### src/rtl/uart_rx_pkg.sv
package uart_rx_pkg;

  localparam logic [1:0] A_STAT = 2'd0;
  localparam logic [1:0] A_DATA = 2'd1;
  localparam logic [1:0] A_CTRL = 2'd2;

  localparam int ST_PE   = 0;
  localparam int ST_FE   = 1;
  localparam int ST_NF   = 2;
  localparam int ST_ORE  = 3;
  localparam int ST_IDLE = 4;
  localparam int ST_RDY  = 5;
  localparam int ST_BRK  = 8;

  localparam int CT_RE     = 2;
  localparam int CT_IDLEIE = 4;
  localparam int CT_RDYIE  = 5;
  localparam int CT_PEIE   = 8;
  localparam int CT_ODD    = 9;
  localparam int CT_PEN    = 10;
  localparam int CT_W9     = 12;
  localparam int CT_ON     = 13;
  localparam int CT_OS8    = 15;

  typedef enum logic [1:0] {FR_IDLE, FR_START, FR_DATA, FR_STOP} frame_st_t;

  typedef struct packed {
    logic [8:0] payload;
    logic       fe;
    logic       nf;
    logic       brk;
  } rx_char_t;

  function automatic logic vote3(input logic a, input logic b, input logic c);
    return (a & b) | (a & c) | (b & c);
  endfunction

  function automatic logic split3(input logic a, input logic b, input logic c);
    return (a != b) || (b != c);
  endfunction

  // Data bits of a payload; the parity position is zeroed.
  function automatic logic [8:0] char_value(input logic [8:0] p, input logic w9,
                                            input logic pen);
    if (!pen) return w9 ? p : {1'b0, p[7:0]};
    return w9 ? {1'b0, p[7:0]} : {2'b00, p[6:0]};
  endfunction

  function automatic logic parity_bad(input logic [8:0] p, input logic w9,
                                      input logic pen, input logic odd);
    logic x;
    x = w9 ? ^p : ^p[7:0];
    return pen && (x != odd);
  endfunction

  function automatic int frame_ticks(input logic w9, input logic os8,
                                     input int hi, input int lo);
    return (w9 ? 11 : 10) * (os8 ? lo : hi);
  endfunction

endpackage

### src/rtl/uart_rx_sync.sv
module uart_rx_sync #(
  parameter int STAGES = 2
) (
  input  logic clk,
  input  logic rst_n,
  input  logic d,
  output logic q
);
  logic [STAGES-1:0] pipe;

  generate
    if (STAGES == 1) begin : g_one
      always_ff @(posedge clk or negedge rst_n)
        if (!rst_n) pipe <= '1;
        else        pipe <= d;
    end else begin : g_many
      always_ff @(posedge clk or negedge rst_n)
        if (!rst_n) pipe <= '1;
        else        pipe <= {pipe[STAGES-2:0], d};
    end
  endgenerate

  assign q = pipe[STAGES-1];
endmodule

### src/rtl/uart_rx_frame.sv
module uart_rx_frame
  import uart_rx_pkg::*;
#(
  parameter int OS_HI = 16,
  parameter int OS_LO = 8
) (
  input  logic     clk,
  input  logic     rst_n,
  input  logic     en,
  input  logic     tick,
  input  logic     rx_s,
  input  logic     os8,
  input  logic     w9,
  output logic     done,
  output rx_char_t chr,
  output logic     busy
);
  localparam int CW = $clog2(OS_HI + 1);

  frame_st_t      st;
  logic [CW-1:0]  cnt, os_n, mid;
  logic [1:0]     smp;
  logic [3:0]     idx, last_idx;
  logic [8:0]     sh;
  logic           nf_acc, wait_hi;
  logic           bit_v, bit_n, at_lo, at_mid, at_hi, at_end;

  assign os_n     = os8 ? CW'(OS_LO) : CW'(OS_HI);
  assign mid      = os_n >> 1;
  assign at_lo    = (cnt == mid - CW'(1));
  assign at_mid   = (cnt == mid);
  assign at_hi    = (cnt == mid + CW'(1));
  assign at_end   = (cnt == os_n - CW'(1));
  assign bit_v    = vote3(smp[0], smp[1], rx_s);
  assign bit_n    = split3(smp[0], smp[1], rx_s);
  assign last_idx = w9 ? 4'd8 : 4'd7;
  assign busy     = (st != FR_IDLE);

  always_ff @(posedge clk or negedge rst_n) begin
    if (!rst_n) begin
      st <= FR_IDLE; cnt <= '0; smp <= '0; idx <= '0; sh <= '0;
      nf_acc <= 1'b0; wait_hi <= 1'b0; done <= 1'b0; chr <= '0;
    end else begin
      done <= 1'b0;
      if (!en) begin
        st <= FR_IDLE;
        wait_hi <= 1'b0;
      end else if (tick) begin
        if (st == FR_IDLE) begin
          if (wait_hi) begin
            if (rx_s) wait_hi <= 1'b0;
          end else if (!rx_s) begin
            st <= FR_START; cnt <= CW'(1); sh <= '0; nf_acc <= 1'b0;
          end
        end else begin
          cnt <= at_end ? '0 : cnt + CW'(1);
          if (at_lo)  smp[0] <= rx_s;
          if (at_mid) smp[1] <= rx_s;
          case (st)
            FR_START:
              if (at_hi) begin
                if (bit_v) st <= FR_IDLE;
                else       nf_acc <= bit_n;
              end else if (at_end) begin
                st <= FR_DATA; idx <= '0;
              end
            FR_DATA:
              if (at_hi) begin
                sh[idx] <= bit_v;
                nf_acc  <= nf_acc | bit_n;
              end else if (at_end) begin
                idx <= idx + 4'd1;
                if (idx == last_idx) st <= FR_STOP;
              end
            FR_STOP:
              if (at_hi) begin
                done        <= 1'b1;
                chr.payload <= sh;
                chr.fe      <= !bit_v;
                chr.nf      <= nf_acc | bit_n;
                chr.brk     <= !bit_v && (sh == '0);
                wait_hi     <= !bit_v;
                st          <= FR_IDLE;
              end
            default: st <= FR_IDLE;
          endcase
        end
      end
    end
  end
endmodule

### src/rtl/uart_rx_idle.sv
module uart_rx_idle
  import uart_rx_pkg::*;
#(
  parameter int OS_HI = 16,
  parameter int OS_LO = 8
) (
  input  logic clk,
  input  logic rst_n,
  input  logic en,
  input  logic tick,
  input  logic rx_s,
  input  logic char_done,
  input  logic os8,
  input  logic w9,
  output logic idle_set
);
  localparam int IW = $clog2(11 * OS_HI + 1);

  logic [IW-1:0] cnt, limit;
  logic          armed;

  assign limit = IW'(frame_ticks(w9, os8, OS_HI, OS_LO));

  always_ff @(posedge clk or negedge rst_n) begin
    if (!rst_n) begin
      cnt <= '0; armed <= 1'b0; idle_set <= 1'b0;
    end else begin
      idle_set <= 1'b0;
      if (!en) begin
        cnt <= '0; armed <= 1'b0;
      end else if (char_done) begin
        cnt <= '0; armed <= 1'b1;
      end else if (!rx_s) begin
        cnt <= '0;
      end else if (tick && armed) begin
        if (cnt == limit - IW'(1)) begin
          idle_set <= 1'b1; armed <= 1'b0; cnt <= '0;
        end else begin
          cnt <= cnt + IW'(1);
        end
      end
    end
  end
endmodule

### src/rtl/uart_rx_regs.sv
module uart_rx_regs
  import uart_rx_pkg::*;
(
  input  logic        clk,
  input  logic        rst_n,
  input  logic [1:0]  addr,
  input  logic        wr,
  input  logic        rd,
  input  logic [15:0] wdata,
  output logic [15:0] rdata,
  input  logic        char_done,
  input  rx_char_t    chr,
  input  logic        idle_set,
  output logic        rx_en,
  output logic        os8,
  output logic        w9,
  output logic        ie_rdy,
  output logic        f_rdy,
  output logic        f_ore,
  output logic        f_idle,
  output logic        sr_seen,
  output logic        data_rd,
  output logic        irq
);
  logic [15:0] ctrl, stat;
  logic [8:0]  dreg;
  logic        f_pe, f_fe, f_nf, f_brk;
  logic        stat_rd, stat_wr, ctrl_wr, err_clr, full;

  assign stat_rd = rd && (addr == A_STAT);
  assign data_rd = rd && (addr == A_DATA);
  assign stat_wr = wr && (addr == A_STAT);
  assign ctrl_wr = wr && (addr == A_CTRL);
  assign err_clr = data_rd && sr_seen;
  assign full    = f_rdy && !data_rd;

  assign rx_en  = ctrl[CT_ON] & ctrl[CT_RE];
  assign os8    = ctrl[CT_OS8];
  assign w9     = ctrl[CT_W9];
  assign ie_rdy = ctrl[CT_RDYIE];

  always_ff @(posedge clk or negedge rst_n) begin
    if (!rst_n) begin
      ctrl <= '0; dreg <= '0; sr_seen <= 1'b0;
      f_rdy <= 1'b0; f_pe <= 1'b0; f_fe <= 1'b0; f_nf <= 1'b0;
      f_ore <= 1'b0; f_idle <= 1'b0; f_brk <= 1'b0;
    end else begin
      if (stat_rd)      sr_seen <= 1'b1;
      else if (data_rd) sr_seen <= 1'b0;
      if (ctrl_wr) ctrl <= wdata;

      if (char_done && !full) begin
        f_rdy <= 1'b1;
        dreg  <= char_value(chr.payload, ctrl[CT_W9], ctrl[CT_PEN]);
        f_pe  <= parity_bad(chr.payload, ctrl[CT_W9], ctrl[CT_PEN], ctrl[CT_ODD]);
        f_fe  <= chr.fe;
        f_nf  <= chr.nf;
      end else begin
        if (data_rd) f_rdy <= 1'b0;
        if (err_clr) begin f_pe <= 1'b0; f_fe <= 1'b0; f_nf <= 1'b0; end
      end

      if (char_done && full) f_ore <= 1'b1;
      else if (err_clr)      f_ore <= 1'b0;

      if (idle_set)     f_idle <= 1'b1;
      else if (err_clr) f_idle <= 1'b0;

      if (char_done && !full && chr.brk)  f_brk <= 1'b1;
      else if (stat_wr && !wdata[ST_BRK]) f_brk <= 1'b0;
    end
  end

  always_comb begin
    stat          = '0;
    stat[ST_PE]   = f_pe;
    stat[ST_FE]   = f_fe;
    stat[ST_NF]   = f_nf;
    stat[ST_ORE]  = f_ore;
    stat[ST_IDLE] = f_idle;
    stat[ST_RDY]  = f_rdy;
    stat[ST_BRK]  = f_brk;
    case (addr)
      A_STAT:  rdata = stat;
      A_DATA:  rdata = {7'b0, dreg};
      A_CTRL:  rdata = ctrl;
      default: rdata = '0;
    endcase
  end

  assign irq = (ctrl[CT_RDYIE] & (f_rdy | f_ore)) |
               (ctrl[CT_IDLEIE] & f_idle) |
               (ctrl[CT_PEIE] & f_pe);
endmodule

### src/rtl/uart_rx_core.sv
module uart_rx_core
  import uart_rx_pkg::*;
#(
  parameter int OS_HI       = 16,
  parameter int OS_LO       = 8,
  parameter int SYNC_STAGES = 2
) (
  input  logic        clk,
  input  logic        rst_n,
  input  logic        tick,
  input  logic        rx_in,
  input  logic [1:0]  bus_addr,
  input  logic        bus_wr,
  input  logic        bus_rd,
  input  logic [15:0] bus_wdata,
  output logic [15:0] bus_rdata,
  output logic        irq
);
  logic     rx_s, rx_en, os8, w9, ie_rdy;
  logic     char_done, frame_busy, idle_set;
  logic     f_rdy, f_ore, f_idle, sr_seen, data_rd;
  rx_char_t chr;

  uart_rx_sync #(.STAGES(SYNC_STAGES)) u_sync (
    .clk(clk), .rst_n(rst_n), .d(rx_in), .q(rx_s)
  );

  uart_rx_frame #(.OS_HI(OS_HI), .OS_LO(OS_LO)) u_frame (
    .clk(clk), .rst_n(rst_n), .en(rx_en), .tick(tick), .rx_s(rx_s),
    .os8(os8), .w9(w9), .done(char_done), .chr(chr), .busy(frame_busy)
  );

  uart_rx_idle #(.OS_HI(OS_HI), .OS_LO(OS_LO)) u_idle (
    .clk(clk), .rst_n(rst_n), .en(rx_en), .tick(tick), .rx_s(rx_s),
    .char_done(char_done), .os8(os8), .w9(w9), .idle_set(idle_set)
  );

  uart_rx_regs u_regs (
    .clk(clk), .rst_n(rst_n), .addr(bus_addr), .wr(bus_wr), .rd(bus_rd),
    .wdata(bus_wdata), .rdata(bus_rdata), .char_done(char_done), .chr(chr),
    .idle_set(idle_set), .rx_en(rx_en), .os8(os8), .w9(w9), .ie_rdy(ie_rdy),
    .f_rdy(f_rdy), .f_ore(f_ore), .f_idle(f_idle), .sr_seen(sr_seen),
    .data_rd(data_rd), .irq(irq)
  );
endmodule

### config.mk
export PLATFORM = sky130hd
export DESIGN_NAME = uart_rx_core
export DESIGN_NICKNAME = d
export VERILOG_FILES = /design/src/rtl/uart_rx_pkg.sv /design/src/rtl/uart_rx_sync.sv /design/src/rtl/uart_rx_frame.sv /design/src/rtl/uart_rx_idle.sv /design/src/rtl/uart_rx_regs.sv /design/src/rtl/uart_rx_core.sv
export SDC_FILE = /design/constraint.sdc
export NUM_CORES = 1
export LEC_CHECK = 0
export BUFFER_PORTS_ARGS = -buffer_cell sky130_fd_sc_hd__buf_2
export CAP_MARGIN = 20
export CORE_ASPECT_RATIO = 0.9
export CORE_MARGIN = 4
export CORE_UTILIZATION = 30
export DETAILED_ROUTE_END_ITERATION = 10
export SKIP_LAST_GASP = 1
export SLEW_MARGIN = 20
export SYNTH_ARGS = -nofsm -noshare
export SYNTH_HDL_FRONTEND = slang
export SYNTH_SLANG_ARGS = --single-unit
### constraint.sdc
create_clock -name clk -period 1.9 [get_ports clk]
set_clock_uncertainty 0.05 [all_clocks]
set_input_delay 0.38 -clock clk [delete_from_list [all_inputs] [get_ports clk]]
set_output_delay 0.38 -clock clk [all_outputs]
set_load 0.05 [all_outputs]
Yosys cells after proc, flatten, opt, wreduce, memory -nomap -nowiden
Index checks and enable logic that the tools add are counted.
{ "classes": {"add_sub_neg": 7, "multipliers": 1, "n_lt_le_gt_ge": 2, "eq_ne": 38, "n_mux": 87, "n_bitwise": 14, "n_reduce_logical": 44} }
{ "op_table": {"columns": ["operator", "count"], "rows": [
  ["9-bit 2-to-1 mux", 8],
  ["8-bit 2-to-1 mux", 6],
  ["16-bit one-hot mux with 3 select lines", 1],
  ["1-bit 2-to-1 mux", 44],
  ["32-bit by 32-bit multiplier with 8-bit output", 1],
  ["5-bit 2-to-1 mux", 6],
  ["2-bit 2-to-1 mux", 12],
  ["4-bit 2-to-1 mux", 5],
  ["3-bit inequality test (second input constant)", 6],
  ["2-bit nonzero test", 9],
  ["4-bit inequality test (second input constant)", 4],
  ["8-bit AND reduction", 2],
  ["5-bit equality test", 3],
  ["1-bit logical AND", 14],
  ["4-bit AND reduction", 3],
  ["2-bit inequality test (second input constant)", 5],
  ["5-bit inequality test (second input constant)", 2],
  ["9-bit bitwise mux", 1],
  ["9-bit zero test", 1],
  ["9-bit AND reduction", 1],
  ["9-bit XOR reduction", 1],
  ["8-bit by 1-bit adder with 8-bit output (second input constant)", 1],
  ["8-bit equality test", 1],
  ["4-bit one-hot mux with 2 select lines", 1],
  ["other kinds (31)", 55]
]} }
{ "totals": {"regBits": 82, "in_bits": 24, "out_inout_bits": 17, "elab_cells": 220} }

Depth between registers and ports, before layout
Gate-level depths: netlist of run 1.
{ "depth": {"depth_word": 9, "ltp_mapped": 9, "ltp_nobuf": 7} }

By module
From an unflattened synthesis of run 1, not the netlist that was laid out.
{ "unflattened": {"hier_cells": 432, "area_unflattened_um2": 4418.0} }
{ "by_module_without_submodules": {"columns": ["mod", "n_inst", "cells_each", "area_each_um2", "seq_area_each_um2"], "rows": [
  ["uart_rx_frame", 1, 220, 2197.1, 925.9],
  ["uart_rx_regs", 1, 152, 1611.5, 825.8],
  ["uart_rx_idle", 1, 58, 556.8, 250.2],
  ["uart_rx_sync", 1, 2, 52.6, 52.6]
]} }

Least setup slack after synthesis of run 1
Ideal clock, no wire load.
{ "synth_timing": {"path_kind": "input to output", "startpoint": "in bus_addr[1]", "endpoint": "out bus_rdata[0]", "t_arrival_ns": 1.971, "required_time_ns": 1.470, "path_slack_ns": -0.501, "stages": 3, "n_path_buf": 1, "path_cell_list": "clkbuf_1 -> mux2i_1 -> o21ai_0"} }
{ "synth_via": {"elab_chain_len": 2, "elab_cells_between_ends": 4, "classes_between": "2 x eq/ne; 1 x mux; 1 x reduce/logical"} }
{ "synth_rtl": {"columns": ["element", "line_no", "text"], "rows": [
  ["start: declaration", "uart_rx_core.sv:12", "input logic [1:0] bus_addr,"],
  ["2-bit equality test, or another cell as far along", "uart_rx_regs.sv:83", "case (addr)"],
  ["16-bit one-hot mux with 3 select lines *", "uart_rx_regs.sv:83", null],
  ["end: declaration", "uart_rx_core.sv:16", "output logic [15:0] bus_rdata,"]
]} }
Every way passes the cells marked *; elsewhere a longest branch is shown, timed or not.

Worst setup path in the final report of run 1
{ "layout_timing": {"startpoint": "reg u_regs.ctrl[15]", "endpoint": "reg u_frame.st[0]"} }
{ "layout_via": {"elab_chain_len": 8, "elab_cells_between_ends": 16, "classes_between": "2 x add/sub; 7 x eq/ne; 6 x mux; 1 x reduce/logical"} }
{ "layout_rtl": {"columns": ["element", "line_no", "text"], "rows": [
  ["start: declaration", "uart_rx_regs.sv:25", "logic [15:0] ctrl, stat;"],
  ["start signal: assignment", "uart_rx_regs.sv:50", "if (ctrl_wr) ctrl <= wdata;"],
  ["5-bit 2-to-1 mux *", "uart_rx_frame.sv:28", "assign os_n = os8 ? CW'(OS_LO) : CW'(OS_HI);"],
  ["4-bit by 1-bit adder with 5-bit output", "uart_rx_frame.sv:32", "assign at_hi = (cnt == mid + CW'(1));"],
  ["5-bit equality test", "uart_rx_frame.sv:32", null],
  ["2-bit 2-to-1 mux", "uart_rx_frame.sv:61", "if (at_hi) begin"],
  ["2-bit one-hot mux with 3 select lines", "uart_rx_frame.sv:59", "case (st)"],
  ["2-bit 2-to-1 mux", "uart_rx_frame.sv:49", "if (st == FR_IDLE) begin"],
  ["2-bit 2-to-1 mux", "uart_rx_frame.sv:48", "end else if (tick) begin"],
  ["2-bit 2-to-1 mux", "uart_rx_frame.sv:45", "if (!en) begin"],
  ["end signal: assignment", "uart_rx_frame.sv:46", "st <= FR_IDLE;"],
  ["end signal: assignment", "uart_rx_frame.sv:53", "st <= FR_START; cnt <= CW'(1); sh <= '0; nf_acc <= 1'b0;"],
  ["end signal: assignment", "uart_rx_frame.sv:62", "if (bit_v) st <= FR_IDLE;"],
  ["end: declaration", "uart_rx_frame.sv:20", "frame_st_t st;"]
]} }
Every way passes the cells marked *; elsewhere a longest branch is shown, timed or not. The select of a mux whose other input is x is not followed.
A chain may end at the register's enable or synchronous reset.

==> flow_summary_export.csv, run 1 <==
group,metric,value,unit
clocking,cts_sinks,82,
clocking,cts_tree,"done",
power,internal-power,3.19,mW
synth,synth_edf_count,0,
critical_path,crit_buf_inv,0,
grt,grt_max_degree,38,
finish,fin_nets,546,
synth,synth.top_cells.by_area,"dfrtp_1 (46%), mux2_2 (8.6%), ha_1 (5.2%)",
synth,synth_top_area_share,46.2,%
finish,syn2layout_area_growth,27.7,%
outcome,status,"complete, but fails checks",
finish,drive_above_1_share,33.1,%
critical_path,cp_slowest_cell,"or3b_4",
synth,synth_seq_area_share,47.4,%
timing,rsz0062_at_grt,"true",
clocking,clkTransAtPathRegs,0.06,ns
power,clkPwrFrac,38.7,%
grt,track_usage,13.0,%
finish,fin_cells,701,
synth,ys.flop_type,"dfrtp_1",
timing,period_share,102,%
finish,fill_cells,1365,
synth,syn_nets,459,
clocking,cts-buffers-inserted,9,
detailed_routing,routed_wl,10200,um
power,p_sw,1.25,mW
die,io_pins,41,
die,row_count,41,
hold_path,worstHoldPathType,"in2reg",
critical_path,max_stage_delay,0.44,ns
synth,ys_ff_latch,82,
synth,yosys_warnings,0,
timing,slew_headroom,66.3,%
grt,grtUsageMet3,3.06,%
critical_path,critical_path.top_delay_family,"compound AO/OA/AOI/OAI gates",
placed_design,dp_hpwl,7680,um
power,p_comb_share,17.6,%
die,initial_core_util,30.7,%
timing,finalSetupTns,-0.0491,ns
detailed_routing,vias,3379,
timing,fin_ws,-0.0342,ns
timing,fin_crit,1.93,ns
power,ir_worst_vdd,0.000431,V
critical_path,cp_data_required_time,2.09,ns
timing,finalSetupViolations,2,
synth,synthDistinctLibCells,54,
critical_path,cp-end-kind,"register",
grt,grt_busiest_layer,"met2",
detailed_routing,drt_iter0_drc,187,
clocking,htreeDepth,3,
synth,synthArstFlopShare,100,%
power,leakage,2.53,nW
placed_design,portBuffers,40,
finish,num_antenna_cells,0,
timing,clock.fmax,517,MHz
timing,hold_viol,0,
detailed_routing,post_drt_wl_per_cell,14.6,um
timing,slew_violations,0,
placed_design,place_congestion,0.897,
grt,grtUsageMet2,20.7,%
clocking,insertion_delay,0.34,ns
grt,grt_pass1_wl,17200,um
die,die_area,0.0164,mm2
power,p_sw_share,28.1,%
detailed_routing,avgViaCountPerCell,4.82,
synth,synth_cells,417,
clocking,max-clock-path-buffers,2,
grt,globalRouteOverflowTotal,0,
synth,netlist_area,0.00433,mm2
detailed_routing,final_antenna_net_count,0,
power,powerDensity,804,mW/mm2
placed_design,place_inst,679,
grt,use_met1,17.8,%
synth,synth_top_area_cell,"dfrtp_1",
die,die_y,122,um
timing,worst_pin_slew,0.506,ns
outcome,violations,"setup timing",
die,coreArea,0.0141,mm2
critical_path,critPathKind,"reg2reg",
power,power_frac_seq,43.8,%
critical_path,cp_max_fo,6,
die,die_x,135,um
critical_path,cp.arrival,2.13,ns
critical_path,cp-start-kind,"register",
critical_path,path_cells,"or3b_4 > a21o_4 > a21o_1 > a221o_1 > a211oi_2",
flow_run,max-cap-violations,0,
clocking,cts_root_buf,"clkbuf_16",
detailed_routing,dr.pass1.iters,5,
grt,antenna_found_initial,0,
synth,syn_area_per_cell,10.4,um2
detailed_routing,post-route-drc-count,0,
grt,grt_pass1_vias,3422,
-- power groups by stage --
stage | combinational [mW] | clock [mW] | sequential [mW]
2_1_floorplan | 0.459 | 0 | 1.94
3_3_place_gp | 0.709 | 0 | 1.97
3_5_place_dp | 0.726 | 0 | 1.97
4_1_cts | 0.755 | 1.77 | 1.94
5_1_grt | 0.853 | 1.82 | 1.96
6_report | 0.781 | 1.72 | 1.94
-- path summary, 6_finish.rpt --
path                                 start             end  slack [ns]  cells past startpoint
setup reg to reg           u_regs.ctrl[15]   u_frame.st[0]       -0.03                      5
setup / recovery           u_regs.ctrl[15]   u_frame.st[0]       -0.03                      5
min in group asynchronous            rst_n  u_frame.idx[2]        0.51                      2
max in group asynchronous            rst_n  u_regs.dreg[1]        0.75                      3
hold / removal                       rx_in  u_sync.pipe[0]         0.1                      1
hold reg to reg             u_sync.pipe[0]  u_sync.pipe[1]        0.31                      0
-- state kept, by name, summed over array words and instances, names as in the netlist, 2 cells and up --
signal and cells:
u_frame.cnt 5, u_regs.ctrl 16, u_frame.chr 12, u_frame.st 2
u_regs.dreg 9, u_frame.sh 9, u_sync.pipe 2, u_idle.cnt 8
u_frame.idx 4, u_frame.smp 2
-- cells in the final DEF, fill, tap and decap left out, types with 3 or more instances in the layout --
master      n
dfrtp_1    80
buf_4      50
nand2_1    48
buf_2      38
mux2_2     33
nor2_1     24
o21ai_1    18
inv_1      16
o21ai_0    16
ha_1       15
nand3_1    11
and2_1     10
a22oi_1    10
a21oi_1    10
xor2_1      9
xnor2_1     9
clkbuf_16   9
mux2i_1     8
nand2b_1    7
o31ai_1     6
nor2b_1     5
nand4_1     5
nand4b_1    3
o22ai_1     3
a21o_1      3
-- metrics by stage --
stage | util, % | area [um2] | setup slack [ns] | total power [mW] | hold slack (ns)
6_report | 39.2 | 5530 | -0.0342 | 4.44 | 0.0978
5_1_grt | 39.2 | 5530 | -0.0963 | 4.63 | 0.0879
4_1_cts | 38.3 | 5400 | -0.0407 | 4.47 | 0.0803
3_5_place_dp | 35.9 | 5070 | -0.0442 | 2.70 | 0.302
3_3_place_gp | 35.9 | 5070 | -0.0239 | 2.68 | 0.299
2_1_floorplan | - | 4360 | -0.128 | 2.40 | 0.0344
-- repair_timing --
action / 4_1_cts / 5_1_grt
gates cloned: 0 / 1
endpoints found under the hold margin: 32 / 0
buffers inserted: 0 / 5
gates resized for setup: 7 / 20
pin swaps: 0 / 5
hold buffers: 1 / 0
setup endpoints to repair: 16 / 33
-- routing by layer --
| layer | share of wire, % | up-vias |
|---|---|---|
| li1 | - | 1658 |
| met1 | 49 | 1639 |
| met2 | 46 | 72 |
| met3 | 4.0 | 10 |
| met4 | 0.99 | 0 |
| met5 | 0 | - |
-- layout make-up --
cell class,count,area (um2),share of cell area [%]
clock buffer,9,225,4.07
sequential,82,2050,37.2
clock inverter,6,66.3,1.20
multi-input combinational,303,2280,41.2
inverter,18,67.6,1.22
tap,193,241,4.37
timing repair buffer,90,596,10.8
-- cell families (layout without fill, tap and decap cells) --
group	Yosys count	in the layout	share of synthesized area, %
AO/OA/AOI/OAI	89	89	13.6
XOR/XNOR	19	19	4.16
adder cells (fa/ha/maj)	18	18	5.20
buffers and inverters	33	123	3.12
flip-flops	82	82	47.4
multiplexers	43	43	10.9
AND/OR/NAND/NOR	133	134	15.5
-- synthesized netlist by cell type, types with 10 or more instances --
cell type  instances
nand2_1           48
nor2_1            24
dfrtp_1           80
and2_1            10
ha_1              18
clkbuf_1          11
a21oi_1           10
o21ai_1           10
nand3_1           11
mux2_2            33
o21ai_0           26
a22oi_1           10
inv_1             18
Note: power is estimated with default switching activity, not from simulation.
==> run 2, diff against run 1 <==
- BUFFER_PORTS_ARGS: -buffer_cell sky130_fd_sc_hd__buf_2 -> default
- CORE_ASPECT_RATIO: 0.9 -> default
- DONT_BUFFER_PORTS: default -> 1
==> run 2 against run 1 <==
The run ends with hold timing, setup timing left; core utilization increased by 0.69 points; routed wire length shrank 1.7%; first-iteration DRC count up 35%; critical path type unchanged; critical endpoint is now u_frame.st[1]; highest routed layer unchanged.
==> flow_summary_export.csv, run 2 (synthesized netlist as in run 1, its figures left out) <==
group,metric,value,unit
detailed_routing,post_drt_wl_per_cell,15.3,um
finish,largest-register,"u_regs.ctrl",
finish,top_regs,"u_regs.ctrl: 16 flops, u_frame.chr: 12 flops",
clocking,cts-buffers-inserted,9,
finish,num_antenna_cells,0,
timing,fin_ws,-0.0441,ns
detailed_routing,final_antenna_net_count,0,
power,leakage,2.48,nW
grt,grt_max_degree,83,
outcome,violations,"hold timing, setup timing",
critical_path,rr_endpoint,"u_frame.st[1]",
die,io_pins,41,
critical_path,cp.arrival,2.15,ns
critical_path,cp-start-kind,"register",
flow_run,max-cap-violations,0,
placed_design,portBuffers,0,
placed_design,place_ws,-0.101,ns
grt,grt_pass1_vias,3331,
critical_path,cp_slowest_cell,"dfrtp_2",
die,row_count,43,
die,die_x,128,um
die,die_area,0.0164,mm2
clocking,cts_sinks,82,
timing,slew_violations,0,
clocking,cts_root_buf,"clkbuf_16",
detailed_routing,drt_iter0_drc,252,
timing,period_share,102,%
timing,finalSetupViolations,2,
critical_path,max_stage_delay,0.43,ns
detailed_routing,post-route-drc-count,0,
critical_path,regToRegSetupSlack,-0.04,ns
placed_design,place_congestion,0.790,
critical_path,critPathKind,"reg2reg",
critical_path,cp_data_required_time,2.10,ns
timing,rsz0062_at_grt,"true",
clocking,clkTransAtPathRegs,0.06,ns
power,powerDensity,842,mW/mm2
detailed_routing,vias,3284,
finish,largest_reg_flops,16,
detailed_routing,routed_wl,10000,um
die,coreArea,0.0140,mm2
clocking,insertion_delay,0.33,ns
clocking,htreeDepth,3,
finish,drive_above_1_share,28.1,%
finish,fill_cells,1337,
critical_path,r2r_start,"u_regs.ctrl[15]",
timing,hold_viol,82,
grt,antenna_found_initial,0,
clocking,hold_buffers,1,
outcome,status,"complete, but fails checks",
hold_path,worstHoldPathType,"in2async",
finish,syn2layout_area_growth,28.8,%
timing,worst_pin_slew,0.467,ns
timing,holdWs,-0.314,ns
critical_path,cp_max_fo,4,
clocking,cts_tree,"done",
placed_design,dp_hpwl,7350,um
detailed_routing,avgViaCountPerCell,5.00,
critical_path,cp-end-kind,"register",
detailed_routing,dr.pass1.iters,4,
timing,slew_headroom,68.8,%
finish,fin_util,39.9,%
finish,final_cell_mix,"dfrtp_1 (78), nand2_1 (48), buf_4 (42)",
grt,globalRouteOverflowTotal,0,
die,die_y,128,um
grt,track_usage,12.6,%
finish,fin_nets,514,
power,ir_worst_vdd,0.000389,V
clocking,max-clock-path-buffers,2,
critical_path,path_cells,"or3b_4 > a21oi_4 > mux2i_2 > a221o_1 > mux2i_1",
critical_path,r2r_cells,5,
grt,grt_pass1_wl,16600,um
timing,fin_crit,1.94,ns
die,initial_core_util,31.0,%
timing,clock.fmax,514,MHz
finish,final_common_cell,"dfrtp_1",
[run 2: cell types whose count changed in the layout (fill, tap and decap cells not counted), sizes merged]
cell	change
bufinv	+1
clkbuf	+3
buf	-31
inv	-2
clkinv	-1
nand3	-1
[run 2: how the worst max path moves through the flow]
stage / startpoint / endpoint / slack, ns / cells past startpoint
finish: u_regs.ctrl[15] / u_frame.st[1] / -0.04 / 5
floorplan: bus_addr[1] / bus_rdata[0] / -0.13 / 3
detailed placement: u_regs.ctrl[15] / u_frame.sh[1] / -0.10 / 6
CTS: u_regs.ctrl[15] / u_frame.st[0] / -0.02 / 5
global placement: u_regs.ctrl[15] / u_frame.sh[3] / -0.005 / 6
global route: u_frame.cnt[3] / u_frame.st[1] / -0.14 / 5
[run 2: worst max-delay path, delay by kind of cell, from the launching register on]
kind            cells  cell delay [ns]
compound gates      2             0.47
flops               1             0.43
mux                 2             0.49
simple gates        1             0.43
[run 2: final cells by class]
type	count	area, um2	area share, %
Clock buffer	12	256	4.60
Clock inverter	4	73.8	1.32
Inverter	18	67.6	1.21
Multi-Input combinational cell	302	2260	40.5
Sequential cell	82	2060	36.9
Tap cell	180	225	4.04
Timing Repair Buffer	59	637	11.4
[run 2: what timing repair did]
item | 4_1_cts | 5_1_grt
gates resized for setup | 9 | 14
endpoints found under the hold margin | 83 | 82
setup buffers | 3 | 6
setup endpoints to repair | 14 | 31
pin swaps | 1 | 8
[run 2: report_power, final]
group          internal, mW  switching (mW)  leakage [nW]
registers              1.85          0.0958          1.08
logic                 0.403           0.419          1.24
clock network          1.22           0.704         0.163
total                  3.48            1.22          2.48
[run 2: stage by stage]
stage	setup TNS (ns)	hold WS (ns)	total power, mW	cells	cell area [um2]
after floorplan	-0.898	0.0344	2.40	417	4360
after global placement	-0.00522	0.0425	2.68	632	5070
after detailed placement	-0.633	0.0420	2.71	632	5070
after CTS	-0.0410	-0.321	4.67	652	5460
after global routing	-0.309	-0.332	4.87	657	5580
final	-0.0720	-0.314	4.70	657	5580
[run 2: metal layers]
| metal | vias up | track usage [%] | part of all wire [%] |
|---|---|---|---|
| met5 | - | 0 | 0 |
| met4 | 0 | 3.62 | 1.2 |
| met3 | 10 | 3.71 | 4.7 |
| met2 | 58 | 21.1 | 49 |
| met1 | 1623 | 15.8 | 45 |
| li1 | 1593 | - | - |
==> run 3, diff against run 2 <==
- TNS_END_PERCENT: default -> 20
==> run 3 against run 2 <==
The flow still finishes with violations (hold timing, setup timing); combinational power is 1% lower; core utilization is 0.16 points lower; die area stayed put; sequential power hardly changed; final cell count is 0.91% higher; design area is 0.40% lower; fmax is 0.31% lower; sequential cell count stayed put; worst hold slack worse by 0.0013 ns; critical path type unchanged; highest routed layer unchanged.
==> flow_summary_export.csv, run 3 (synthesized netlist as in run 1, its figures left out) <==
group,metric,value,unit
clocking,insertion_delay,0.34,ns
detailed_routing,post_drt_wl_per_cell,15.2,um
grt,grt_max_degree,83,
timing,worst_pin_slew,0.473,ns
power,leakage,2.48,nW
critical_path,max_stage_delay,0.39,ns
critical_path,cp.arrival,2.11,ns
critical_path,cp_max_fo,3,
detailed_routing,dr.pass1.iters,4,
die,coreArea,0.0140,mm2
die,row_count,43,
finish,largest-register,"u_regs.ctrl",
critical_path,path_cells,"inv_1 > ha_2 > nand2b_1 > buf_4 > a21oi_4 > mux2i_4 > buf_4 > a2111oi_4 > a211oi_2",
outcome,violations,"hold timing, setup timing",
die,die_x,128,um
die,die_y,128,um
finish,fin_nets,522,
clocking,cts-buffers-inserted,9,
outcome,status,"complete, but fails checks",
finish,largest_reg_flops,16,
finish,fin_util,39.7,%
timing,clock.fmax,513,MHz
clocking,cts_sinks,82,
die,initial_core_util,31.0,%
critical_path,cp-end-kind,"register",
detailed_routing,vias,3274,
timing,finalSetupTns,-0.127,ns
grt,antenna_found_initial,0,
power,powerDensity,785,mW/mm2
finish,final_common_cell,"dfrtp_1",
timing,slew_headroom,68.4,%
placed_design,place_congestion,0.854,
critical_path,cp_data_required_time,2.06,ns
detailed_routing,post-route-drc-count,0,
critical_path,crit_buf_inv,3,
critical_path,crit_top_cell,"buf_4",
finish,top_regs,"u_regs.ctrl: 16 flops, u_frame.chr: 12 flops",
clocking,cts_tree,"done",
hold_path,worstHoldPathType,"in2async",
timing,hold_viol,82,
critical_path,critPathKind,"reg2reg",
grt,grt_pass1_vias,3439,
finish,final_cell_mix,"dfrtp_1 (80), nand2_1 (48), buf_4 (48)",
finish,fin_cells,663,
timing,fin_ws,-0.0503,ns
grt,globalRouteOverflowTotal,0,
critical_path,cp-start-kind,"register",
critical_path,cp_num_cells,9,
detailed_routing,avgViaCountPerCell,4.94,
timing,rsz0062_at_grt,"true",
timing,finalSetupViolations,4,
clocking,clkTransAtPathRegs,0.06,ns
finish,fill_cells,1330,
clocking,hold_buffers,1,
timing,slew_violations,0,
detailed_routing,routed_wl,10100,um
finish,num_antenna_cells,0,
power,power,4.36,mW
placed_design,place_inst,644,
placed_design,dp_hpwl,7620,um
flow_run,max-cap-violations,0,
grt,track_usage,12.9,%
clocking,max-clock-path-buffers,2,
placed_design,portBuffers,0,
clocking,htreeDepth,3,
detailed_routing,drt_iter0_drc,264,
finish,drive_above_1_share,27.7,%
timing,period_share,103,%
die,io_pins,41,
detailed_routing,final_antenna_net_count,0,
clocking,cts_root_buf,"clkbuf_16",
timing,holdWs,-0.316,ns
critical_path,cp_slowest_cell,"dfrtp_1",
power,ir_worst_vdd,0.000503,V
critical_path,regToRegSetupSlack,-0.05,ns
critical_path,r2r_cells,9,
timing,fin_crit,1.95,ns
die,die_area,0.0164,mm2
grt,grt_pass1_wl,17000,um
finish,syn2layout_area_growth,28.3,%
critical_path,critical_path.top_delay_family,"compound AO/OA/AOI/OAI gates",
run 3: final cells by class:
| cell class | instances | area, um2 | area share, % |
|---|---|---|---|
| timing repair buffer | 67 | 722 | 13.0 |
| clock buffer | 10 | 239 | 4.30 |
| tap | 180 | 225 | 4.05 |
| clock inverter | 4 | 30.0 | 0.541 |
| multi-input combinational | 302 | 2220 | 39.9 |
| inverter | 18 | 67.6 | 1.22 |
| sequential | 82 | 2050 | 37.0 |
run 3: where the power goes:
| group | internal, mW | switching, mW | total, mW |
|---|---|---|---|
| registers | 1.85 | 0.0926 | 1.94 |
| logic | 0.408 | 0.406 | 0.813 |
| clock network | 0.908 | 0.699 | 1.61 |
run 3: per-stage QoR:
stage	instance area, um2	setup slack [ns]
6_report	5560	-0.0503
5_1_grt	5560	-0.162
4_1_cts	5490	-0.0457
3_5_place_dp	5170	-0.184
3_3_place_gp	5170	-0.0749
2_1_floorplan	4330	-0.128
run 3: worst reg2reg max path, delay by kind of cell, from the launching register on:
family,cells,cell delay (ns)
flops,1,0.39
mux,1,0.10
buf+inv,3,0.40
fa+ha+maj,1,0.17
compound gates,3,0.64
simple gates,1,0.09
run 3: final timing paths:
path / start / end
worst max register to register: u_frame.cnt[1] / u_frame.st[0]
worst min register to register: u_sync.pipe[0] / u_sync.pipe[1]
min in group clk: bus_addr[0] / u_regs.sr_seen
worst min-delay path: rst_n / u_frame.idx[3]
max in group asynchronous: rst_n / u_sync.pipe[1]
worst max-delay path: u_frame.cnt[1] / u_frame.st[0]
run 3: per-layer routing:
layer	wire (um)	share of wire, %	global-route usage [%]
met3	510	5.1	3.88
met5	0	0	0
met1	4550	45	16.6
met4	146	1.4	3.31
met2	4890	48	21.3
run 3: repair_timing:
action                                  4_1_cts  5_1_grt
gates resized for setup                      10        7
endpoints found under the setup margin       14       28
gates cloned                                  0        0
buffers inserted                              2        2
pin swaps                                     1        3
hold endpoints to repair                     83       82
